File: src/rtl/ctl_alu.sv
module ctl_alu #(
  parameter int W  = 16,
  parameter int BW = 8
) (
  input  logic [11:0]  ctl_i,
  input  logic         shr_en_i,
  input  logic         shr_arith_i,
  input  logic         byte_i,
  input  logic         carry_i,
  input  logic [3:0]   flags_prev_i,
  input  logic [W-1:0] src_i,
  input  logic [W-1:0] dst_i,
  output logic [W-1:0] res_o,
  output logic [3:0]   flags_o,
  output logic [3:0]   upd_o,
  output logic         wr_en_o
);
  localparam int NIB  = W / 4;
  localparam int BNIB = BW / 4;
  localparam logic [W-1:0] BYTE_MASK = {{(W-BW){1'b0}}, {BW{1'b1}}};

  logic [W-1:0] lane, a, b, s, sh, dec, raw;
  logic [W:0]   sum;
  logic         cin, add_co, dec_co, msb_in;
  logic         a_n, b_n, r_n, z, c_new, v_new;
  logic [3:0]   fl_new;

  assign lane = byte_i ? BYTE_MASK : {W{1'b1}};
  assign a    = dst_i & lane;
  assign b    = (ctl_i[0] ? ~src_i : src_i) & lane;
  assign s    = src_i & lane;
  assign cin  = ctl_i[1] | (ctl_i[2] & carry_i);

  assign sum    = {1'b0, a} + {1'b0, b} + {{W{1'b0}}, cin};
  assign add_co = byte_i ? sum[BW] : sum[W];

  always_comb begin
    logic       c;
    logic [4:0] t;
    c      = cin;
    dec    = '0;
    dec_co = 1'b0;
    for (int k = 0; k < NIB; k++) begin
      t = {1'b0, a[4*k +: 4]} + {1'b0, b[4*k +: 4]} + {4'b0, c};
      if (t > 5'd9) begin
        t = t + 5'd6;
        c = 1'b1;
      end else begin
        c = 1'b0;
      end
      dec[4*k +: 4] = t[3:0];
      if ((byte_i && k == BNIB-1) || (!byte_i && k == NIB-1))
        dec_co = c;
    end
  end

  assign msb_in = shr_arith_i ? (byte_i ? s[BW-1] : s[W-1]) : carry_i;

  always_comb begin
    sh = s >> 1;
    if (byte_i) sh[BW-1] = msb_in;
    else        sh[W-1]  = msb_in;
  end

  assign raw = ({W{ctl_i[3]}} & sum[W-1:0])
             | ({W{ctl_i[4]}} & (a & b))
             | ({W{ctl_i[5]}} & (a | b))
             | ({W{ctl_i[6]}} & (a ^ b))
             | ({W{ctl_i[7]}} & dec)
             | ({W{shr_en_i}} & sh);
  assign res_o = raw & lane;

  assign a_n = byte_i ? a[BW-1]     : a[W-1];
  assign b_n = byte_i ? b[BW-1]     : b[W-1];
  assign r_n = byte_i ? res_o[BW-1] : res_o[W-1];
  assign z   = (res_o == '0);

  always_comb begin
    if (shr_en_i)                 c_new = s[0];
    else if (ctl_i[8] | ctl_i[10]) c_new = ~z;
    else if (ctl_i[7])            c_new = dec_co;
    else if (ctl_i[3])            c_new = add_co;
    else                          c_new = 1'b0;

    if (shr_en_i)       v_new = 1'b0;
    else if (ctl_i[10]) v_new = a_n & b_n;
    else if (ctl_i[3])  v_new = (a_n == b_n) & (r_n != a_n);
    else                v_new = 1'b0;
  end

  assign fl_new  = {v_new, r_n, z, c_new};
  assign upd_o   = (ctl_i[9] | ctl_i[10] | shr_en_i) ? 4'hF :
                   ctl_i[8] ? 4'h7 : 4'h0;
  assign flags_o = (upd_o & fl_new) | (~upd_o & flags_prev_i);
  assign wr_en_o = ~ctl_i[11];
endmodule

File: config.mk
export PLATFORM = sky130hd
export DESIGN_NAME = ctl_alu
export DESIGN_NICKNAME = d
export VERILOG_FILES = /design/src/rtl/ctl_alu.sv
export SDC_FILE = /design/constraint.sdc
export NUM_CORES = 1
export LEC_CHECK = 0
export ABC_AREA = 1
export BUFFER_PORTS_ARGS = -buffer_cell sky130_fd_sc_hd__buf_2
export CORE_UTILIZATION = 50
export DETAILED_ROUTE_END_ITERATION = 7
export GPL_TIMING_DRIVEN = 0
export PLACE_DENSITY = 0.76
export SLEW_MARGIN = 0
export SYNTH_ARGS = -nofsm -noshare
export SYNTH_HDL_FRONTEND = slang
export SYNTH_SLANG_ARGS = --single-unit
File: constraint.sdc
create_clock -name vclk -period 11
set_input_delay 1.65 -clock vclk [all_inputs]
set_output_delay 1.65 -clock vclk [all_outputs]
set_load 0.1 [all_outputs]
==> summary.md <==
| Metric | Value |
|---|---|
| Status | finished clean |
| Synthesis-to-layout area growth | 17.2% |
| Met1 usage | 43.8% |
| Setup violators final | 0 |
| GR Layer Usage met3 | 0.343% |
| Iteration-0 DRC Markers | ~310 |
| Routed len/inst | around 14 um |
| Hpwl dp | roughly 7.8 mm |
| WP data required | between 9 and 10 ns |
| Power per standard cell area | about 95 mW/mm^2 |
| Kind of critical path | input pin to output port |
| F_max | around 95 MHz |
| Post-layout nets | 741 |
| Least-Margin Pin Slew | just over 0.7 ns |
| Clock Buffer Count | 0 |
| Syn avg cell area | between 5 and 6 um^2 |
| Setup crit start kind | input pin |
| Port bufs | between 70 and 80 |
| Worst slack at placement | -0.509 ns |
| Initial cell density of the core | a little over half |
| Mapped Cells | around 570 |
| Final Hold Viols | 0 |
| Slew Limit Fails | 0 |
| Crit-path slowest cell | fa_2 |
| Routed WL | between 9 and 10 mm |
| Layout cells sized above 1 | 17.3% |
| Tmin final | between 10 and 15 ns |
| Crit path to | flags_o[0] |
| DRT Pass-1 Iters | 5 |
| Arr. time, crit path | a little under 9 ns |
| Worst hold path type | input pin to output port |
| Grt ovf | 0 |
| Placer Congestion | 0.928 |
| Antenna diodes | 0 |
| Die area | between 0.006 and 0.007 mm^2 |
| Via count | 3875 |
| Via-per-instance ratio | between 5 and 6 |
| LEAKAGE | roughly 2.2 nW |
| CP most frequent cell | nand2_1 |
| Remaining DRCs | 0 |
| Sequential cell area | 0 um^2 |
| Synth unique cells | 39 |
| Peak VDD IR | around 0.062 mV |
| Final instance area | about 0.0035 mm^2 |
| Sequential area share after synthesis | 0% |
| Global-route wire length before repair | 15.6 mm |
| Die Y-Extent | ~80 um |
| Sequential cell count | 0 |
| Area after DPL | 0.00349 mm^2 |
| Die width | between 70 and 80 um |
| MaxCap Viol Count | 0 |
| Hold-fix buffers, CTS | 0 |
| Total core area | roughly 0.0057 mm^2 |
| Antenna Nets Post-Route | 0 |
| Critical Path Source | ctl_i[0] |
| Vias in the first global route | between 3000 and 4000 |
| CP Max Fanout | 10 |
| Synth Net Count | 665 |
| Largest net degree at the start of global routing | 11 |
| Crit path largest cell delay | ~0.47 ns |
| Critical Path Sink Type | output port |
| Final worst-path cycle share | a little over nine tenths |
| Row Count | 27 |
| M2 GR Usage | 50.9% |
| PnR worst setup slack | 0.474 ns |
| Post-Syn Area | just over 0.003 mm^2 |
| Relative slew slack | between 50% and 60% |
| IO Count | between 70 and 80 |
| Total GRT Usage | about 30% |
| Synth Warn # | 0 |
| Initial antenna violation count | 0 |
| Total power | between 300 and 400 uW |
| Most Crowded Layer GR | met2 |
worst min path at each step:
| stage | start | end | depth (start not counted) |
|---|---|---|---|
| after floorplan | ctl_i[11] | wr_en_o | 1 |
| after global placement | ctl_i[11] | wr_en_o | 3 |
| after detailed placement | ctl_i[11] | wr_en_o | 3 |
| after CTS | ctl_i[11] | wr_en_o | 3 |
| after global routing | ctl_i[11] | wr_en_o | 3 |
| final | ctl_i[11] | wr_en_o | 3 |
routing by layer:
layer	up-vias	share of wire [%]
met3	23	7.9
li1	1939	-
met2	203	43
met4	0	2.9
met5	-	0
met1	1710	46
power by group:
| group | switching (mW) | total [mW] | internal [mW] |
|---|---|---|---|
| clock network | 0 | 0 | 0 |
| logic | 0.238 | 0.338 | 0.100 |
| registers | 0 | 0 | 0 |
| total | 0.238 | 0.338 | 0.100 |
through the flow:
stage	cells	hold slack, ns	utilization, %	TNS (ns)
4_1_cts	713	3.68	61.7	0
3_3_place_gp	713	3.68	61.4	-1.00
2_1_floorplan	568	3.64	-	0
3_5_place_dp	713	3.68	61.4	-1.52
5_1_grt	714	3.70	62.5	-0.0362
6_report	714	3.68	62.5	0
timing repair:
| item | CTS | global route |
|---|---|---|
| buffers inserted | 0 | 1 |
| resized for setup | 5 | 12 |
| setup endpoints to repair | 6 | 6 |
| pin swaps | 0 | 2 |
area by class of cell:
class / count / area [um^2]
multi-input cells: 435 / 2520
inverters: 112 / 420
plain buffers: 21 / 140
well taps: 72 / 90.1
repair buffers: 74 / 378
fillers: 606 / 2130
cell usage after synthesis (all sizes together):
| cell | count | area share, % |
|---|---|---|
| nand3 | 67 | 12 |
| nand2 | 185 | 23 |
| a221oi | 9 | 2.6 |
| nor2 | 43 | 5.3 |
| xor2 | 4 | 1.7 |
| and3 | 1 | 0.21 |
| nor3 | 10 | 1.7 |
| clkbuf | 12 | 2.1 |
| buf | 9 | 2.1 |
| ha | 37 | 15 |
| o2111ai | 2 | 0.58 |
| and2 | 2 | 0.41 |
| o221ai | 2 | 0.58 |
| or2 | 5 | 1.1 |
| inv | 112 | 14 |
| a22o | 3 | 0.91 |
| fa | 8 | 5.3 |
| a21o | 1 | 0.25 |
| nand3b | 2 | 0.50 |
| a21oi | 16 | 2.8 |
| o211ai | 2 | 0.50 |
| a211oi | 2 | 0.50 |
| a31oi | 3 | 0.62 |
| o22ai | 3 | 0.62 |
| o21bai | 1 | 0.25 |
| o21ai | 19 | 3.3 |
| xnor2 | 8 | 2.3 |
layout by cell type (no fill, tap or decap), drive strengths merged, types with 2 or more instances in the layout:
cell type,instances
nand3,67
o22ai,3
xor2,4
o21ai,19
clkbuf,11
fa,8
a211oi,2
a221oi,9
buf,84
a22o,3
o2111ai,2
a21oi,16
and2,2
nand2,185
nor3,10
inv,112
o211ai,2
a31oi,3
or2,5
xnor2,8
o221ai,2
nor2,43
ha,37
nand3b,2
logic make-up (layout without fill, tap and decap cells):
kind of cell | after synthesis | after routing | synth area share, %
adders and majority gates | 45 | 45 | 20.6
and+or+nand+nor | 315 | 315 | 43.9
AOI/OAI and AO/OA | 63 | 63 | 13.4
buffers and inverters | 133 | 207 | 18.1
xor gates and xnor gates | 12 | 12 | 3.97
critical path, delay by kind of cell:
kind | cells | cell delay [ns]
compound gates | 1 | 0.17
xor+xnor | 2 | 0.37
fa+ha+maj | 9 | 3.25
buf+inv | 11 | 1.28
simple gates | 23 | 2.16
(Power assumes the default switching activity.)
